--- src/rtl/mioflash_pkg.sv ---
package mioflash_pkg;

    typedef enum logic [2:0] {
        ST_OPC,
        ST_ADDR,
        ST_DUMMY,
        ST_DOUT,
        ST_DIN,
        ST_DROP
    } seq_st_e;

    // lane code: 0 = one line, 1 = two lines, 2 = four lines
    typedef logic [1:0] lanes_t;

    typedef struct packed {
        logic   ok;
        logic   wr;
        lanes_t aw;
        lanes_t dw;
        logic   dmy;
    } op_info_t;

    function automatic lanes_t proto_lanes(logic [1:0] p);
        return (p == 2'd3) ? 2'd0 : p;
    endfunction

    function automatic logic [7:0] shift_byte(logic [7:0] s, lanes_t l, logic [3:0] d);
        case (l)
            2'd1:    return {s[5:0], d[1:0]};
            2'd2:    return {s[3:0], d};
            default: return {s[6:0], d[0]};
        endcase
    endfunction

    function automatic op_info_t decode_op(lanes_t pl, logic [7:0] op);
        op_info_t i;
        i = '0;
        if (pl == 2'd0) begin
            case (op)
                8'h03: i.ok = 1'b1;
                8'h0B: begin i.ok = 1'b1; i.dmy = 1'b1; end
                8'h3B: begin i.ok = 1'b1; i.dmy = 1'b1; i.dw = 2'd1; end
                8'hBB: begin i.ok = 1'b1; i.dmy = 1'b1; i.aw = 2'd1; i.dw = 2'd1; end
                8'h6B: begin i.ok = 1'b1; i.dmy = 1'b1; i.dw = 2'd2; end
                8'hEB: begin i.ok = 1'b1; i.dmy = 1'b1; i.aw = 2'd2; i.dw = 2'd2; end
                8'h02: begin i.ok = 1'b1; i.wr = 1'b1; end
                default: i.ok = 1'b0;
            endcase
        end else begin
            i.aw = pl;
            i.dw = pl;
            case (op)
                8'h03: i.ok = 1'b1;
                8'h0B, 8'h3B, 8'hBB, 8'h6B, 8'hEB: begin i.ok = 1'b1; i.dmy = 1'b1; end
                8'h02: begin i.ok = 1'b1; i.wr = 1'b1; end
                default: i.ok = 1'b0;
            endcase
        end
        return i;
    endfunction

endpackage

--- src/rtl/mioflash_seq.sv ---
module mioflash_seq
    import mioflash_pkg::*;
#(
    parameter int ADDR_BITS = 24,
    parameter int DUMMY_W   = 4,
    localparam int CW = (($clog2(ADDR_BITS) > DUMMY_W) ? $clog2(ADDR_BITS) : DUMMY_W) + 1
) (
    input  logic                 clk,
    input  logic                 rst,
    input  logic                 cs_n,
    input  logic [3:0]           dq_in,
    input  logic [1:0]           cfg_proto,
    input  logic                 cfg_xip,
    input  logic [DUMMY_W-1:0]   cfg_dummy,
    output seq_st_e              st,
    output logic [ADDR_BITS-1:0] addr,
    output lanes_t               dw_q,
    output logic [CW-1:0]        cnt,
    output logic                 wr_pend,
    output logic [7:0]           wdata
);

    lanes_t             pl_q, aw_q;
    logic               wr_q;
    logic [DUMMY_W-1:0] dmy_q;
    logic [7:0]         sh;
    logic [7:0]         op_next, din_next;
    op_info_t           info;
    logic [CW-1:0]      op_last, addr_last, dmy_last, byte_last;

    function automatic logic [ADDR_BITS-1:0] addr_shift(logic [ADDR_BITS-1:0] a, lanes_t l,
                                                        logic [3:0] d);
        case (l)
            2'd1:    return {a[ADDR_BITS-3:0], d[1:0]};
            2'd2:    return {a[ADDR_BITS-5:0], d};
            default: return {a[ADDR_BITS-2:0], d[0]};
        endcase
    endfunction

    always_comb begin
        op_next   = shift_byte(sh, pl_q, dq_in);
        din_next  = shift_byte(sh, dw_q, dq_in);
        info      = decode_op(pl_q, op_next);
        op_last   = CW'((8 >> pl_q) - 1);
        addr_last = CW'((ADDR_BITS >> aw_q) - 1);
        byte_last = CW'((8 >> dw_q) - 1);
        dmy_last  = CW'(int'(dmy_q) - 1);
    end

    always_ff @(posedge clk) begin
        if (rst) begin
            st      <= ST_OPC;
            cnt     <= '0;
            addr    <= '0;
            sh      <= '0;
            pl_q    <= '0;
            aw_q    <= '0;
            dw_q    <= '0;
            wr_q    <= 1'b0;
            dmy_q   <= '0;
            wr_pend <= 1'b0;
            wdata   <= '0;
        end else if (cs_n) begin
            st      <= cfg_xip ? ST_ADDR : ST_OPC;
            cnt     <= '0;
            pl_q    <= proto_lanes(cfg_proto);
            aw_q    <= proto_lanes(cfg_proto);
            dw_q    <= proto_lanes(cfg_proto);
            dmy_q   <= cfg_dummy;
            wr_q    <= 1'b0;
            wr_pend <= 1'b0;
        end else begin
            wr_pend <= 1'b0;
            case (st)
                ST_OPC: begin
                    sh <= op_next;
                    if (cnt == op_last) begin
                        cnt <= '0;
                        if (info.ok) begin
                            st    <= ST_ADDR;
                            aw_q  <= info.aw;
                            dw_q  <= info.dw;
                            wr_q  <= info.wr;
                            dmy_q <= info.dmy ? dmy_q : '0;
                        end else begin
                            st <= ST_DROP;
                        end
                    end else begin
                        cnt <= cnt + 1'b1;
                    end
                end
                ST_ADDR: begin
                    addr <= addr_shift(addr, aw_q, dq_in);
                    if (cnt == addr_last) begin
                        cnt <= '0;
                        if (wr_q)            st <= ST_DIN;
                        else if (dmy_q != 0) st <= ST_DUMMY;
                        else                 st <= ST_DOUT;
                    end else begin
                        cnt <= cnt + 1'b1;
                    end
                end
                ST_DUMMY: begin
                    if (cnt == dmy_last) begin
                        cnt <= '0;
                        st  <= ST_DOUT;
                    end else begin
                        cnt <= cnt + 1'b1;
                    end
                end
                ST_DOUT: begin
                    if (cnt == byte_last) begin
                        cnt  <= '0;
                        addr <= addr + 1'b1;
                    end else begin
                        cnt <= cnt + 1'b1;
                    end
                end
                ST_DIN: begin
                    sh <= din_next;
                    if (wr_pend) addr <= addr + 1'b1;
                    if (cnt == byte_last) begin
                        cnt     <= '0;
                        wdata   <= din_next;
                        wr_pend <= 1'b1;
                    end else begin
                        cnt <= cnt + 1'b1;
                    end
                end
                default: ;
            endcase
        end
    end

endmodule

--- src/rtl/mioflash_drv.sv ---
module mioflash_drv
    import mioflash_pkg::*;
#(
    parameter int CW = 6
) (
    input  logic          clk,
    input  logic          rst,
    input  logic          active,
    input  lanes_t        lanes,
    input  logic [CW-1:0] beat,
    input  logic [7:0]    rdata,
    output logic [3:0]    out_q,
    output logic [3:0]    oe_q
);

    logic [7:0] sl;
    logic [3:0] out_n, oe_n;

    always_comb begin
        sl    = rdata << (int'(beat) << lanes);
        out_n = '0;
        oe_n  = '0;
        if (active) begin
            case (lanes)
                2'd1:    begin out_n = {2'b00, sl[7:6]};      oe_n = 4'b0011; end
                2'd2:    begin out_n = sl[7:4];               oe_n = 4'b1111; end
                default: begin out_n = {2'b00, sl[7], 1'b0};  oe_n = 4'b0010; end
            endcase
        end
    end

    always_ff @(negedge clk) begin
        if (rst) begin
            out_q <= '0;
            oe_q  <= '0;
        end else begin
            out_q <= out_n;
            oe_q  <= oe_n;
        end
    end

endmodule

--- src/rtl/mioflash_front.sv ---
module mioflash_front
    import mioflash_pkg::*;
#(
    parameter int ADDR_BITS = 24,
    parameter int DUMMY_W   = 4
) (
    input  logic                 clk,
    input  logic                 rst,
    input  logic                 cs_n,
    input  logic [3:0]           dq_in,
    output logic [3:0]           dq_out,
    output logic [3:0]           dq_oe,
    input  logic [1:0]           cfg_proto,
    input  logic                 cfg_xip,
    input  logic [DUMMY_W-1:0]   cfg_dummy,
    output logic [ADDR_BITS-1:0] mem_addr,
    output logic                 mem_rd,
    input  logic [7:0]           mem_rdata,
    output logic                 mem_wr,
    output logic [7:0]           mem_wdata
);

    localparam int CW = (($clog2(ADDR_BITS) > DUMMY_W) ? $clog2(ADDR_BITS) : DUMMY_W) + 1;

    seq_st_e       st;
    lanes_t        dw;
    logic [CW-1:0] cnt;
    logic [3:0]    oe_q;

    mioflash_seq #(.ADDR_BITS(ADDR_BITS), .DUMMY_W(DUMMY_W)) u_seq (
        .clk       (clk),
        .rst       (rst),
        .cs_n      (cs_n),
        .dq_in     (dq_in),
        .cfg_proto (cfg_proto),
        .cfg_xip   (cfg_xip),
        .cfg_dummy (cfg_dummy),
        .st        (st),
        .addr      (mem_addr),
        .dw_q      (dw),
        .cnt       (cnt),
        .wr_pend   (mem_wr),
        .wdata     (mem_wdata)
    );

    assign mem_rd = (st == ST_DOUT);

    mioflash_drv #(.CW(CW)) u_drv (
        .clk    (clk),
        .rst    (rst),
        .active (mem_rd),
        .lanes  (dw),
        .beat   (cnt),
        .rdata  (mem_rdata),
        .out_q  (dq_out),
        .oe_q   (oe_q)
    );

    assign dq_oe = oe_q & {4{~cs_n}};

endmodule

--- config.mk ---
export PLATFORM = sky130hd
export DESIGN_NAME = mioflash_front
export DESIGN_NICKNAME = d
export VERILOG_FILES = /design/src/rtl/mioflash_pkg.sv /design/src/rtl/mioflash_seq.sv /design/src/rtl/mioflash_drv.sv /design/src/rtl/mioflash_front.sv
export SDC_FILE = /design/constraint.sdc
export NUM_CORES = 1
export LEC_CHECK = 0
export BUFFER_PORTS_ARGS = -buffer_cell sky130_fd_sc_hd__buf_2
export CORE_AREA = 5 5 89 124
export CTS_BUF_LIST = sky130_fd_sc_hd__clkbuf_16
export DETAILED_ROUTE_END_ITERATION = 6
export DIE_AREA = 0 0 94 129
export HOLD_SLACK_MARGIN = 0.12
export PLACE_DENSITY = 0.75
export SYNTH_ARGS = -nofsm -noshare
export SYNTH_HDL_FRONTEND = slang
export SYNTH_SLANG_ARGS = --single-unit
--- constraint.sdc ---
create_clock -name clk -period 3 [get_ports clk]
set_clock_uncertainty 0.1 [all_clocks]
set_input_delay 0.75 -clock clk [delete_from_list [all_inputs] [get_ports clk]]
set_output_delay 0.75 -clock clk [all_outputs]
set_load 0.01 [all_outputs]
==> metrics, run 1 <==
status finished with violations; failing checks setup timing; post-synthesis compound-gate area fraction 0.288; CTS Buf Count 9; Slew HR 0.392; largest net degree at the start of global routing 55; setup-violating endpoint count in the final report 12; post-synth top area share 0.266; Final Hold Viols 0; CP max-delay cell mux4_2; wire per inst about 17 um; Peak VDD IR 276 uV; Pleak ~2.4 nW; CP Capture Type flip-flop; Max-cap violations 0; Worst Path Max Fanout 3; RD Place Congestion 0.934; First-pass DRT Iterations 5; Placed Instance Area approximately 0.0057 mm2; Rows 43; Net Count, Synth 722; Cell Count, Final, Fillers Out 891; Worst Setup Start Kind flip-flop; IO buf count 63; arrival time worst endpoint 2.07 ns; RSZ-0062 raised after global routing yes; Ports 64; dpl cells between 800 and 900; first-pass GRT wire length 24.3 mm; deepest level of the CTS H-tree 3; CTS Hold Bufs 0; clock sink total 67; yosys warns 0; Max Slew Vio Count 0; delay-heaviest family, CP multiplexers; #FFs+latches synth 67; CP bufs+invs 0; PD cells 408 mW/mm2; initial core utilization 0.515; Post-Synth XOR/XNOR Area 0.0365; Total Wirelength 15.0 mm; worst skew pair latency 0.34 ns; post-DP HPWL 10.3 mm; Worst EP required 1.69 ns; Final Core Density 0.625; layout cells sized above 1 0.225; Post-synth EDFFs 0; Avg Vias per Cell slightly above 6; sequential area share after synthesis 0.266; CTS max path bufs 2; Core Box Area 0.00979 mm2; Worst Hold Class flip-flop to flip-flop; top cells by area, synth dfxtp_1 (27%), nor2_1 (6.1%), a22oi_1 (5.7%), a21oi_1 (5.5%), ha_1 (5.0%); adder-cell share of the synthesized area 0.0496; clock root buffer clkbuf_16; instance count of the mapped netlist between 600 and 700; Clock transition at path regs 0.06 ns; overall routing resource usage 0.247; CTS tree yes; max incr delay on CP 0.53 ns; Async SR Flop Fraction 0; NumNets Final 793; Yosys top cell by area dfxtp_1; crit path cell chain mux2i_2, nor2_2, mux4_2, mux2_4, nand2_2, a21oi_1, o21a_1; Post-Syn Area between 0.005 and 0.006 mm2; total gr overflow 0; post-synthesis simple-gate area fraction 0.225; initial antenna violation count 0; Residual DRC 0; worst slew pin tran 0.913 ns; Hold Slack approximately 0.35 ns; ant diodes 0; Die Area 0.0121 mm2; Yosys cell types 66; Tot Pwr 2.50 mW; Die H 129 um; via count 5530; synthesized area per cell approximately 7.4 um2; mux cell area share after synthesis 0.0665; final instance area 0.00612 mm2; DIE WIDTH approximately 94 um; Top FF cell, synth dfxtp_1; crit path setup slack, layout -0.384 ns; antenna viol nets, final 0; largest family of logic cells by synthesized area compound AO/OA/AOI/OAI gates; critical path class flip-flop to flip-flop; vias in the first global route 5201; area growth from synthesis to layout 21.3%; initial drt markers 480
-- Yosys cell counts, types with 17 or more instances --
| cell type | instances |
|---|---|
| buf_2 | 18 |
| ha_1 | 20 |
| a22oi_1 | 38 |
| o21ai_0 | 41 |
| a211oi_1 | 24 |
| nand3_1 | 17 |
| nor3_1 | 17 |
| nand2_1 | 65 |
| inv_1 | 19 |
| nor2_1 | 82 |
| dfxtp_1 | 67 |
| clkbuf_1 | 38 |
| mux2i_1 | 24 |
| a21oi_1 | 55 |
-- worst paths after layout --
path | slack [ns] | startpoint | end | depth (start not counted)
max | -0.38 | u_seq.dw_q[0] | u_drv.out_q[1] | 7
min | 0.35 | u_seq.wdata[7] | u_seq.wdata[7] | 2
max reg2reg | -0.38 | u_seq.dw_q[0] | u_drv.out_q[1] | 7
min reg2reg | 0.35 | u_seq.wdata[7] | u_seq.wdata[7] | 2
-- logic make-up after synthesis --
logic type,Yosys count
AND/OR/NAND/NOR,242
AO/OA/AOI/OAI,219
buffers and inverters,81
flip-flops,67
multiplexers,30
XOR/XNOR,21
adder cells (fa/ha/maj),20
-- layout by cell type (no fill, tap or decap), types with 19 or more instances in the layout --
master / netlist / routed
nor2_1: 82 / 81
nand2_1: 65 / 64
dfxtp_1: 67 / 62
buf_2: 18 / 61
a21oi_1: 55 / 54
buf_4: 3 / 50
o21ai_0: 41 / 40
a22oi_1: 38 / 38
inv_1: 19 / 25
a211oi_1: 24 / 23
mux2i_1: 24 / 22
ha_1: 20 / 19
-- worst min-delay path, cell delays in order, from the launching register on --
cell     delay [ns]
dfxtp_1        0.31
nand2_1        0.05
a21oi_1        0.05
-- through the flow --
step / setup slack, ns / setup TNS, ns
5_1_grt: -0.445 / -3.57
3_5_place_dp: -0.637 / -2.53
3_3_place_gp: -0.597 / -1.92
6_report: -0.384 / -3.00
2_1_floorplan: -0.465 / -1.51
4_1_cts: -0.387 / -3.21
-- layer usage --
metal	vias to the layer above	GRT usage	wire [um]
li1	2606	-	-
met1	2611	0.288	5780
met2	258	0.435	7720
met3	55	0.0357	917
met4	0	0.128	614
met5	-	0	0
-- sequential cells by signal (all words and copies together) (netlist names) --
name,cells
u_seq.dmy_q,4
u_seq.dw_q,2
u_seq.cnt,6
u_drv.out_q,4
u_seq.sh,7
u_seq.addr,24
u_seq.wdata,8
u_drv.oe_q,3
u_seq.wr_q,1
u_seq.aw_q,2
u_seq.pl_q,2
u_seq.st,3
u_seq.wr_pend,1
-- cell type report --
class	instances	area [um2]
inverter	18	67.6
timing repair buffer	116	776
multi-input combinational	532	3440
fill	873	3670
clock buffer	9	225
clock inverter	14	93.8
sequential	67	1350
tap	135	169
-- power by group --
part           switching, mW  internal [mW]  total (mW)
Clock                  0.438          0.653        1.09
Combinational          0.263          0.193       0.456
Sequential            0.0371          0.915       0.952
Total                  0.738           1.76        2.50
-- timing repair --
| action | CTS | global route |
|---|---|---|
| pin swaps | 3 | 4 |
| setup buffers | 3 | 1 |
| gates cloned | 1 | 0 |
| gates resized for setup | 14 | 11 |
| setup endpoints to repair | 25 | 38 |
Note: power is estimated with default switching activity, not from simulation.
==> run 2, diff against run 1 <==
--- a/config.mk
+++ b/config.mk
@@ -11,7 +11,7 @@
 export DETAILED_ROUTE_END_ITERATION = 6
 export DIE_AREA = 0 0 94 129
 export HOLD_SLACK_MARGIN = 0.12
-export PLACE_DENSITY = 0.75
+export PLACE_DENSITY = 0.77
 export SYNTH_ARGS = -nofsm -noshare
 export SYNTH_HDL_FRONTEND = slang
 export SYNTH_SLANG_ARGS = --single-unit
==> constraint.sdc (replaced) <==
create_clock -name clk -period 3 [get_ports clk]
set_clock_uncertainty 0.1 [all_clocks]
set_input_delay 0.15 -clock clk [delete_from_list [all_inputs] [get_ports clk]]
set_output_delay 0.15 -clock clk [all_outputs]
set_load 0.01 [all_outputs]
==> metrics, run 2 (synthesis results as in run 1) <==
Peak VDD IR 294 uV; CP Capture Type flip-flop; layout cells sized above 1 0.221; Residual DRC 0; fillers 840; CTS tree yes; pre-CTS setup slack -0.519 ns; initial drt markers 449; most frequent cells in the layout nor2_1 (81), nand2_1 (64), dfxtp_1 (64), buf_2 (63), a21oi_1 (53); Final Hold Viols 0; Final Core Density 0.633; Worst EP required 1.68 ns; status finished with violations; CTS max path bufs 2; NumNets Final roughly 800; register area 0.00135 mm2; Slew HR 0.407; min-delay src cfg_proto[1]; Clock transition at path regs 0.06 ns; worst flop-to-flop path startpoint u_seq.dw_q[0]; total gr overflow 0; RD Place Congestion 0.906; vias in the first global route around 5.3k; First-pass DRT Iterations 6; Crit. Startpoint u_seq.dw_q[0]; Max Slew Vio Count 0; Most flops, register u_seq.addr; Ports 64; worst slew pin tran 0.890 ns; failing checks setup timing; post-DP HPWL 10.1 mm; Pleak 2.41 nW; setup TNS -1.77 ns; via count 5508; worst skew pair latency 0.34 ns; arrival time worst endpoint 2.19 ns; most common cell after layout, fill and taps aside nor2_1; Rows 43; area of the multi-input gates 0.00350 mm2; Die Area 0.0121 mm2; ant diodes 0; DIE WIDTH 94 um; area growth from synthesis to layout 22.9%; Die H 129 um; PD cells 393 mW/mm2; Worst Setup Start Kind flip-flop; critical path class flip-flop to flip-flop; Total Wirelength roughly 15 mm; overall routing resource usage 0.249; deepest level of the CTS H-tree 3; Core Box Area 0.00979 mm2; setup-violating endpoint count in the final report 5; Worst Hold Class input port to flip-flop; crit path setup slack, layout -0.515 ns; CTS Buf Count 9; antenna viol nets, final 0; Worst Path Max Fanout 3; Max-cap violations 0; initial antenna violation count 0; max FFs per register 24; largest net degree at the start of global routing 55; Avg Vias per Cell a little over 6; initial core utilization 0.515; IO buf count 63; wire per inst about 17 um; largest registers u_seq.addr: 24 flops, u_seq.wdata: 8 flops, u_seq.sh: 7 flops; clock sink total 67; RSZ-0062 raised after global routing yes; first-pass GRT wire length approximately 25 mm; Tot Pwr between 2 and 2.5 mW; clock root buffer clkbuf_16
run 2: layout make-up:
class | count | share of cell area
clock buffer | 9 | 0.0363
clock inverter | 14 | 0.0111
inverter | 18 | 0.0109
multi-input combinational | 532 | 0.565
sequential | 67 | 0.218
tap | 135 | 0.0273
timing repair buffer | 120 | 0.132
run 2: critical path, cell delays in order, from the launching register on:
cell and delay, ns:
dfxtp_4 0.36, mux2i_4 0.20, nor2_4 0.15, mux4_2 0.52, mux2_4 0.30, nand2_2 0.09
a21oi_2 0.04, o21a_1 0.18
run 2: timing repair:
item | 4_1_cts | 5_1_grt
cloned | 1 | 0
setup buffers | 0 | 3
hold buffers | 8 | 0
endpoints found under the hold margin | 10 | 0
resized for setup | 13 | 18
pin swaps | 6 | 7
setup endpoints to repair | 12 | 27
run 2: where the power goes:
part	switching (mW)	internal [mW]
combinational	0.275	0.204
clock	0.436	0.566
sequential	0.0397	0.914
run 2: layer usage:
metal / track usage / vias to the layer above / share of wire / wire length, um
met5: 0 / - / 0 / 0
met3: 0.0246 / 41 / 0.059 / 906
met2: 0.440 / 262 / 0.52 / 7920
met1: 0.287 / 2597 / 0.39 / 5960
met4: 0.149 / 0 / 0.038 / 579
li1: - / 2608 / - / -
run 2: path summary, 6_finish.rpt:
kind / end / slack [ns] / cells after the start
hold reg to reg: u_seq.wdata[7] / 0.35 / 2
setup / recovery: u_drv.out_q[1] / -0.51 / 7
hold / removal: u_seq.pl_q[1] / 0.15 / 4
setup reg to reg: u_drv.out_q[1] / -0.51 / 7
run 2: stage by stage:
step | hold WS (ns) | instances | cell area, um2
4_1_cts | 0.137 | 892 | 6070
3_3_place_gp | 0.303 | 861 | 5630
6_report | 0.146 | 895 | 6200
2_1_floorplan | 0.194 | 680 | 5060
5_1_grt | 0.174 | 895 | 6200
3_5_place_dp | 0.314 | 861 | 5630
